`src/rtl/ufc_pkg.sv`:
```
package ufc_pkg;
  localparam int DATA_W     = 9;
  localparam int OSR_WIDE   = 16;
  localparam int OSR_NARROW = 8;
  localparam int CNT_W      = $clog2(2 * OSR_WIDE + 1);
  localparam int IDX_W      = $clog2(DATA_W + 1);

  typedef enum logic [1:0] {ST_IDLE, ST_START, ST_DATA, ST_STOP} fsm_e;

  // ticks in one bit time
  function automatic logic [CNT_W-1:0] bit_ticks(input logic ovs);
    return ovs ? CNT_W'(OSR_NARROW) : CNT_W'(OSR_WIDE);
  endfunction

  // data bits per character
  function automatic logic [IDX_W-1:0] char_bits(input logic nine, input logic [1:0] len);
    return nine ? IDX_W'(DATA_W) : IDX_W'(5) + IDX_W'(len);
  endfunction

  // stop time in ticks; reserved codes fall back to one bit
  function automatic logic [CNT_W-1:0] stop_ticks(input logic sync, input logic [1:0] code,
                                                  input logic [CNT_W-1:0] bt);
    logic [CNT_W-1:0] r;
    r = bt;
    if (code == 2'b10) r = bt << 1;
    else if (code == 2'b01 && !sync) r = bt + (bt >> 1);
    return r;
  endfunction

  // data-word position of the idx-th bit on the line
  function automatic logic [IDX_W-1:0] bit_slot(input logic [IDX_W-1:0] idx,
                                                input logic [IDX_W-1:0] nb, input logic msb);
    return msb ? (nb - IDX_W'(1) - idx) : idx;
  endfunction
endpackage

```
`src/rtl/ufc_route.sv`:
```
module ufc_route (
  input  logic [1:0] chan_mode,
  input  logic       rxd,
  input  logic       tx_line,
  output logic       txd,
  output logic       rx_line
);
  always_comb begin
    case (chan_mode)
      2'b01:   begin txd = rxd;     rx_line = rxd;     end
      2'b10:   begin txd = 1'b1;    rx_line = tx_line; end
      2'b11:   begin txd = rxd;     rx_line = 1'b1;    end
      default: begin txd = tx_line; rx_line = rxd;     end
    endcase
  end
endmodule

```
`src/rtl/ufc_tx.sv`:
```
module ufc_tx import ufc_pkg::*; (
  input  logic              clk,
  input  logic              rst_n,
  input  logic              tick,
  input  logic [CNT_W-1:0]  bt,
  input  logic [CNT_W-1:0]  st,
  input  logic [IDX_W-1:0]  nb,
  input  logic              msb,
  input  logic [DATA_W-1:0] wdata,
  input  logic              wr,
  output logic              ready,
  output logic              line
);
  fsm_e              state;
  logic [CNT_W-1:0]  cnt;
  logic [IDX_W-1:0]  idx;
  logic [DATA_W-1:0] shreg;
  logic              bit_end, stop_end;

  assign bit_end  = tick && (cnt == bt - CNT_W'(1));
  assign stop_end = tick && (cnt == st - CNT_W'(1));
  assign ready    = (state == ST_IDLE);

  always_comb begin
    case (state)
      ST_START: line = 1'b0;
      ST_DATA:  line = shreg[bit_slot(idx, nb, msb)];
      default:  line = 1'b1;
    endcase
  end

  always_ff @(posedge clk or negedge rst_n) begin
    if (!rst_n) begin
      state <= ST_IDLE;
      cnt   <= '0;
      idx   <= '0;
      shreg <= '0;
    end else begin
      case (state)
        ST_IDLE: if (wr) begin
          shreg <= wdata;
          cnt   <= '0;
          idx   <= '0;
          state <= ST_START;
        end
        ST_START: if (bit_end) begin
          cnt   <= '0;
          state <= ST_DATA;
        end else if (tick) cnt <= cnt + CNT_W'(1);
        ST_DATA: if (bit_end) begin
          cnt <= '0;
          if (idx == nb - IDX_W'(1)) state <= ST_STOP;
          else idx <= idx + IDX_W'(1);
        end else if (tick) cnt <= cnt + CNT_W'(1);
        default: if (stop_end) begin
          cnt   <= '0;
          state <= ST_IDLE;
        end else if (tick) cnt <= cnt + CNT_W'(1);
      endcase
    end
  end
endmodule

```
`src/rtl/ufc_rx.sv`:
```
module ufc_rx import ufc_pkg::*; #(
  parameter int SYNC_STAGES = 2
) (
  input  logic              clk,
  input  logic              rst_n,
  input  logic              tick,
  input  logic [CNT_W-1:0]  bt,
  input  logic [IDX_W-1:0]  nb,
  input  logic              msb,
  input  logic              line,
  input  logic              ack,
  output logic [DATA_W-1:0] data,
  output logic              ready,
  output logic              frame_end
);
  fsm_e                   state;
  logic [CNT_W-1:0]       cnt;
  logic [IDX_W-1:0]       idx;
  logic [DATA_W-1:0]      acc;
  logic [SYNC_STAGES-1:0] sync_q;
  logic                   smp, last_s, bit_mid, half_mid;

  assign smp       = sync_q[SYNC_STAGES-1];
  assign bit_mid   = tick && (cnt == bt - CNT_W'(1));
  assign half_mid  = tick && (cnt == (bt >> 1) - CNT_W'(1));
  assign frame_end = (state == ST_STOP) && bit_mid;

  always_ff @(posedge clk or negedge rst_n) begin
    if (!rst_n) sync_q <= '1;
    else        sync_q <= {sync_q[SYNC_STAGES-2:0], line};
  end

  always_ff @(posedge clk or negedge rst_n) begin
    if (!rst_n) begin
      state  <= ST_IDLE;
      cnt    <= '0;
      idx    <= '0;
      acc    <= '0;
      last_s <= 1'b1;
      data   <= '0;
      ready  <= 1'b0;
    end else begin
      if (frame_end) begin
        data  <= acc;
        ready <= 1'b1;
      end else if (ack) ready <= 1'b0;
      if (tick) last_s <= smp;
      case (state)
        ST_IDLE: if (tick && last_s && !smp) begin
          cnt   <= '0;
          acc   <= '0;
          state <= ST_START;
        end
        ST_START: if (half_mid) begin
          cnt   <= '0;
          idx   <= '0;
          state <= smp ? ST_IDLE : ST_DATA;
        end else if (tick) cnt <= cnt + CNT_W'(1);
        ST_DATA: if (bit_mid) begin
          cnt <= '0;
          acc[bit_slot(idx, nb, msb)] <= smp;
          if (idx == nb - IDX_W'(1)) state <= ST_STOP;
          else idx <= idx + IDX_W'(1);
        end else if (tick) cnt <= cnt + CNT_W'(1);
        default: if (bit_mid) begin
          cnt   <= '0;
          state <= ST_IDLE;
        end else if (tick) cnt <= cnt + CNT_W'(1);
      endcase
    end
  end
endmodule

```
`src/rtl/uart_frame_core.sv`:
```
module uart_frame_core import ufc_pkg::*; (
  input  logic              clk,
  input  logic              rst_n,
  input  logic              baud_tick,
  input  logic              sync_mode,
  input  logic              ovs_sel,
  input  logic              nine_bit,
  input  logic [1:0]        char_len,
  input  logic              msb_first,
  input  logic [1:0]        stop_sel,
  input  logic [1:0]        chan_mode,
  output logic              txd,
  input  logic              rxd,
  input  logic [DATA_W-1:0] tx_data,
  input  logic              tx_wr,
  output logic              tx_ready,
  output logic [DATA_W-1:0] rx_data,
  output logic              rx_ready,
  input  logic              rx_ack
);
  logic [CNT_W-1:0] bt, st;
  logic [IDX_W-1:0] nb;
  logic             tx_line, rx_line, rx_frame_end;

  assign bt = bit_ticks(ovs_sel);
  assign nb = char_bits(nine_bit, char_len);
  assign st = stop_ticks(sync_mode, stop_sel, bt);

  ufc_tx u_tx (
    .clk(clk), .rst_n(rst_n), .tick(baud_tick), .bt(bt), .st(st), .nb(nb),
    .msb(msb_first), .wdata(tx_data), .wr(tx_wr), .ready(tx_ready), .line(tx_line)
  );

  ufc_route u_route (
    .chan_mode(chan_mode), .rxd(rxd), .tx_line(tx_line), .txd(txd), .rx_line(rx_line)
  );

  ufc_rx #(.SYNC_STAGES(2)) u_rx (
    .clk(clk), .rst_n(rst_n), .tick(baud_tick), .bt(bt), .nb(nb), .msb(msb_first),
    .line(rx_line), .ack(rx_ack), .data(rx_data), .ready(rx_ready), .frame_end(rx_frame_end)
  );
endmodule

```
`config.mk`:
```
export PLATFORM = sky130hd
export DESIGN_NAME = uart_frame_core
export DESIGN_NICKNAME = d
export VERILOG_FILES = /design/src/rtl/ufc_pkg.sv /design/src/rtl/ufc_route.sv /design/src/rtl/ufc_tx.sv /design/src/rtl/ufc_rx.sv /design/src/rtl/uart_frame_core.sv
export SDC_FILE = /design/constraint.sdc
export NUM_CORES = 1
export LEC_CHECK = 0
export ABC_AREA = 1
export BUFFER_PORTS_ARGS = -buffer_cell sky130_fd_sc_hd__buf_2
export CORE_UTILIZATION = 59
export DETAILED_ROUTE_END_ITERATION = 6
export PLACE_DENSITY = 0.89
export SYNTH_ARGS = -nofsm -noshare
export SYNTH_HDL_FRONTEND = slang
export SYNTH_SLANG_ARGS = --single-unit
```
`constraint.sdc`:
```
create_clock -name clk -period 2.4 [get_ports clk]
set_input_delay 0.24 -clock clk [delete_from_list [all_inputs] [get_ports clk]]
set_output_delay 0.24 -clock clk [all_outputs]
set_load 0.05 [all_outputs]
```
Word level (Yosys, flattened, before mapping)
Index checks and enable logic that the tools add are counted.
{"block": "word_totals", "rom_bits": 0, "latchBits": 0, "reg_bits": 55, "memories": 0, "out_inout_bits": 12, "ramBits": 0, "in_bits": 25, "elab_cells": 130}
{"block": "classes", "n_reduce_logical": 27, "n_mux": 50, "shift": 0, "mul": 0, "add_sub_neg": 12, "magnitude_cmp": 3, "bitwise": 0, "div": 0, "n_eq_ne": 26}
{"cell": "6-bit two-way mux", "n": 10}
{"cell": "4-bit two-way mux", "n": 9}
{"cell": "6-bit equality test", "n": 4}
{"cell": "6-bit one-hot mux with 2 select lines", "n": 2}
{"cell": "2-bit two-way mux", "n": 11}
{"cell": "9-bit two-way mux", "n": 2}
{"cell": "9-bit one-hot mux with 2 select lines", "n": 1}
{"cell": "4-bit one-hot mux with 2 select lines", "n": 2}
{"cell": "2-bit by 1-bit inequality test with 1-bit output, second input constant", "n": 7}
{"cell": "6-bit by 1-bit adder with 6-bit output, second input constant", "n": 2}
{"cell": "2-bit equality test, second input constant", "n": 6}
{"cell": "2-bit one-hot mux with 3 select lines", "n": 2}
{"cell": "4-bit by 5-bit less-than comparator with 1-bit output, second input constant", "n": 2}
{"cell": "5-bit AND reduction", "n": 2}
{"cell": "9-bit bitwise mux", "n": 1}
{"cell": "1-bit logical AND", "n": 9}
{"cell": "4-bit by 1-bit adder with 4-bit output, second input constant", "n": 2}
{"cell": "2-bit by 1-bit equality test with 1-bit output, second input constant", "n": 4}
{"cell": "4-bit equality test", "n": 2}
{"cell": "4-bit AND reduction", "n": 2}
{"cell": "2-bit nonzero test", "n": 4}
{"cell": "4-bit subtractor", "n": 2}
{"cell": "5-bit by 4-bit adder with 6-bit output", "n": 1}
{"cell": "2-bit inequality test, second input constant", "n": 3}
{"cell": "18 further kinds", "n": 26}

Logic depth before layout (Yosys ltp)
{"block": "logic_depth", "depth_word": 12, "ltp_mapped": 15, "depth_no_buf": 15}

Hierarchy
A second synthesis with hierarchy kept.
{"block": "unflattened", "cells_unflattened": 646, "hier_area_um2": 4359.2}
{"mod": "ufc_rx", "instances": 1, "cells_per_inst": 340, "area_per_inst_um2": 2317.2, "seq_area_each_um2": 854.6}
{"mod": "ufc_tx", "instances": 1, "cells_per_inst": 280, "area_per_inst_um2": 1910.6, "seq_area_each_um2": 525.5}
{"mod": "uart_frame_core", "instances": 1, "cells_per_inst": 19, "area_per_inst_um2": 90.1, "seq_area_each_um2": 0.0}
{"mod": "ufc_route", "instances": 1, "cells_per_inst": 7, "area_per_inst_um2": 41.3, "seq_area_each_um2": 0.0}

Worst setup path before layout
OpenSTA, ideal clock, no wires.
{"block": "synth_timing", "path_kind": "input-to-output", "startpoint": "in nine_bit", "endpoint": "out txd", "arrival_time_ps": 2075, "path_slack_ps": 85, "path_buffers": 0, "stages": 13, "t_required_ps": 2160, "cell_sequence": "inv_1 nand2_1 ha_1 fa_1 o21ai_1 nand3_1 nand2_1 nand2_1 nand2_1 nand2_1 nand3_1 nand3_1 nand2_1"}
{"block": "synth_via", "elab_chain_cells": 8}
{"element": "start, declared", "line_no": "uart_frame_core.sv:7", "rtl": "input logic nine_bit,"}
{"element": "4-bit two-way mux", "line_no": "ufc_pkg.sv:17", "rtl": "return nine ? IDX_W'(DATA_W) : IDX_W'(5) + IDX_W'(len);"}
{"element": "4-bit by 1-bit subtractor with 4-bit output", "line_no": "ufc_pkg.sv:33", "rtl": "return msb ? (nb - IDX_W'(1) - idx) : idx;"}
{"element": "4-bit subtractor", "line_no": "ufc_pkg.sv:33"}
{"element": "4-bit two-way mux", "line_no": "ufc_pkg.sv:33"}
{"element": "1-bit binary-select mux with 4-bit select", "line_no": "ufc_tx.sv:27", "rtl": "ST_DATA: line = shreg[bit_slot(idx, nb, msb)];"}
{"element": "1-bit two-way mux (not written as such)", "line_no": "ufc_tx.sv:27"}
{"element": "1-bit one-hot mux with 2 select lines", "line_no": "ufc_tx.sv:25", "rtl": "case (state)"}
{"element": "1-bit one-hot mux with 2 select lines", "line_no": "ufc_route.sv:9", "rtl": "case (chan_mode)"}
{"element": "end, declared", "line_no": "uart_frame_core.sv:12", "rtl": "output logic txd,"}
No other way between the ends. The select of a mux whose other input is x is not followed.

Worst setup path in the final report
{"block": "layout_timing", "startpoint": "reg u_tx.idx[0]", "endpoint": "out txd"}
{"block": "layout_via", "elab_chain_cells": 6}
{"element": "start, declared", "line_no": "ufc_tx.sv:16", "rtl": "logic [IDX_W-1:0] idx;"}
{"element": "start signal, assigned", "line_no": "ufc_tx.sv:53", "rtl": "else idx <= idx + IDX_W'(1);"}
{"element": "4-bit subtractor", "line_no": "ufc_pkg.sv:33"}
{"element": "4-bit two-way mux (*)", "line_no": "ufc_pkg.sv:33"}
{"element": "1-bit binary-select mux with 4-bit select (*)", "line_no": "ufc_tx.sv:27"}
{"element": "1-bit two-way mux (not written as such) (*)", "line_no": "ufc_tx.sv:27"}
{"element": "1-bit one-hot mux with 2 select lines (*)", "line_no": "ufc_tx.sv:25"}
{"element": "1-bit one-hot mux with 2 select lines (*)", "line_no": "ufc_route.sv:9"}
Every way passes the cells marked *; elsewhere a longest branch is shown, timed or not. The select of a mux whose other input is x is not followed.

==> metrics <==
status=finished, violations left; failing checks=setup timing; synthesized netlist cell count=~460; worst slack, placed=-0.08729 ns; Net Sw Power=about 1400 µW; vias in the first global route=around 3000; final setup vio count=1; critical path type=flop to output port; fin crit share=105.8%; R2R setup slack=about 0.24 ns; first-pass GRT wire length=12.16 mm; worst hold slack=approximately 0.12 ns; Crit Path Max Fanout=3; Site Rows=27; Static Leak=a little over 0.002 µW; Mean Syn Cell Area=between 7 and 8 µm²; leading area contributor after synthesis=dfrtp_1; Total Routing Usage GR=24.75%; Layout Nets=approximately 550; drt first pass iters=4; RSZ-0062 raised after global routing=true; post-synthesis sequential area ratio=approximately two fifths; top-area cell type share of the netlist area=a little under two fifths; ys async rst share=100.0%; chip width=78.16 µm; via/cell ratio=5.318; largest net degree at the start of global routing=22; Die H=78.16 µm; CTS Buf Count=5; H-tree depth=2; Arr. time, crit path=about 2.3 ns; initial antenna violation count=0; Vias=between 3000 and 4000; setup ws final=-0.1384 ns; Clk pwr share=15.3%; number of synthesized register bits=55; CP peak stage delay=between 0.5 and 0.6 ns; reg2reg start=u_rx.idx[0]; relative slew slack=a little under three fifths; 1st-iter DRT viols=between 200 and 250; CP startpoint kind=flop; worst-path cell chain=ha_4 -> fa_2 -> o21ai_4 -> inv_2 -> nand3_1 -> nand2_1 -> nand2_1 -> nand2_1 -> nand2_1 -> nand3_2 -> nand3_2 -> nand2_2 -> buf_8; port bufs=36; # diodes=0; power share of the sequential group=between 40% and 50%; Max Slew Vio Count=0; maximum VDD drop=0.0006773 V; Max Fclk=around 400 MHz; maximum capacitance violations=0; worst slew pin tran=0.6475 ns; Post-Syn Nets=between 500 and 600; slowest stage cell, crit path=fa_2; critical path required time=between 2 and 2.5 ns; Worst-path clk slew=0.10 ns; FF-to-FF End=u_rx.acc[3]; Mapped Area=3422 µm²; Clock Sinks=55; Synth-to-Final Area Change=13.86%; Die Area=6109 µm²; cell-internal power=about 1900 µW; YS warnings=0; Post-synth top flop=dfrtp_1; Hold EP=u_rx.ready; proportion of layout cells with a drive suffix above 1=16.67%; hold depth=2; # IOs=37; hold_sp=rx_ack; CP dominant cell by count=nand2_1; main area contributors after synthesis=dfrtp_1 (38%), nand2_1 (17%), nand3_1 (6.3%); CP bufs+invs=2; Core Footprint=approximately 5500 µm²; final setup skew=about 0.004 ns; Post-synth EDFFs=0; power per cell area=~840 nW/µm²; Routed Antenna Nets=0; CTS tree=built; Reg2Reg Depth=10; HPWL after DPL=about 5.3 mm; Clock Tree Root=clkbuf_8; Gate power share=44.6%; Initial Utilization=approximately three fifths; # DRC=0; Final min period=between 2 and 3 ns; grt ovf=0; Clk Latency, worst-skew pair=0.31 ns; Hold WC Path Type=primary input to flop; Crit. End Element=output port; GP Congestion=0.8499; Yosys cell types=34; sw frac=between 40% and 50%; Fin. Hold Viols=0; wire per inst=around 12 µm; maximum root-to-sink buffer count=2; crit-path leading delay family=adder cells; Total Wirelength=~7.0 mm
sequential cells by signal, summed over array words and instances, names as in the netlist, 4 cells and up:
signal / flops
u_tx.cnt: 6
u_rx.data: 9
u_tx.idx: 4
u_rx.acc: 9
u_rx.idx: 4
u_rx.cnt: 6
u_tx.shreg: 9
layout make-up:
cell class	count	area (µm²)
Multi-Input combinational cell	349	1872
Fill cell	436	1644
Sequential cell	55	1380
Timing Repair Buffer	48	282.8
Inverter	50	187.7
Tap cell	72	90.09
Clock buffer	5	68.82
Clock inverter	3	15.01
power by group through the flow:
stage          combinational [µW]  clock [µW]  sequential, µW
2_1_floorplan                1100           0            1280
3_3_place_gp                 1320           0            1310
3_5_place_dp                 1380           0            1330
4_1_cts                      1430         509            1310
5_1_grt                      1650         541            1340
6_report                     1460         501            1310
timing repair:
| action | 4_1_cts | 5_1_grt |
|---|---|---|
| pin swaps | 7 | 2 |
| setup buffers | 1 | 1 |
| setup endpoints to repair | 1 | 1 |
| gates resized for setup | 10 | 4 |
| hold buffers | 1 | 0 |
| endpoints found under the hold margin | 19 | 0 |
| gates cloned | 0 | 0 |
worst max path at each step:
stage                      startpoint   to  slack (ns)  cells after the start
after floorplan              nine_bit  txd        0.08                     13
after global placement       nine_bit  txd       -0.02                     15
after detailed placement     nine_bit  txd       -0.09                     16
after CTS                 u_tx.idx[0]  txd       -0.14                     13
after global routing      u_tx.idx[0]  txd       -0.24                     13
final                     u_tx.idx[0]  txd       -0.14                     13
logic make-up (layout without fill, tap and decap cells):
| group | Yosys count | count (layout) | share of synthesized area (%) |
|---|---|---|---|
| xor+xnor | 16 | 16 | 4.095 |
| flops | 55 | 55 | 40.33 |
| mux | 5 | 5 | 1.645 |
| compound gates | 41 | 41 | 6.911 |
| fa+ha+maj | 19 | 19 | 7.386 |
| buf+inv | 55 | 106 | 6.362 |
| simple gates | 268 | 268 | 33.27 |
synth_stat cells, types with 3 or more instances:
library cell,number
ha_1,17
xor2_1,10
nor2_2,4
mux2_2,5
inv_1,49
xnor2_1,6
dfrtp_1,52
nand3b_1,5
dfstp_2,3
nand2_1,153
nor3_1,9
nand4_1,5
o21ai_0,14
nor2_1,42
a21oi_1,18
nand3_1,43
metrics by stage:
stage	cell area (µm²)	total power (µW)	utilization [%]	TNS (ns)	std cells
after floorplan	3422	2378	-	0	459
after global placement	3730	2630	67.32	-0.02000	571
after detailed placement	3730	2704	67.32	-0.08729	571
after CTS	3865	3248	69.76	-0.1394	581
after global routing	3896	3526	70.33	-0.2367	582
final	3896	3273	70.33	-0.1384	582
layout by cell type, fill, tap and decap left out, types with 2 or more instances in the layout:
cell / instances
nand2_1: 152
dfrtp_1: 52
inv_1: 48
nor2_1: 42
nand3_1: 40
buf_2: 35
a21oi_1: 17
ha_1: 16
o21ai_0: 14
buf_4: 11
xor2_1: 10
nor3_1: 9
xnor2_1: 6
nand3b_1: 5
nand4_1: 5
mux2_2: 5
clkbuf_8: 5
nand3_2: 4
nor2_2: 4
nand2_2: 3
clkinv_2: 3
dfstp_2: 3
inv_2: 2
o31ai_1: 2
or2_2: 2
metal layers:
| layer | up-vias | global-route usage, % | part of all wire [%] |
|---|---|---|---|
| li1 | 1573 | - | - |
| met1 | 1447 | 28.77 | 45 |
| met2 | 66 | 45.09 | 51 |
| met3 | 9 | 4.419 | 2.9 |
| met4 | 0 | 9.444 | 1.2 |
| met5 | - | 0 | 0 |
(Power assumes the default switching activity.)
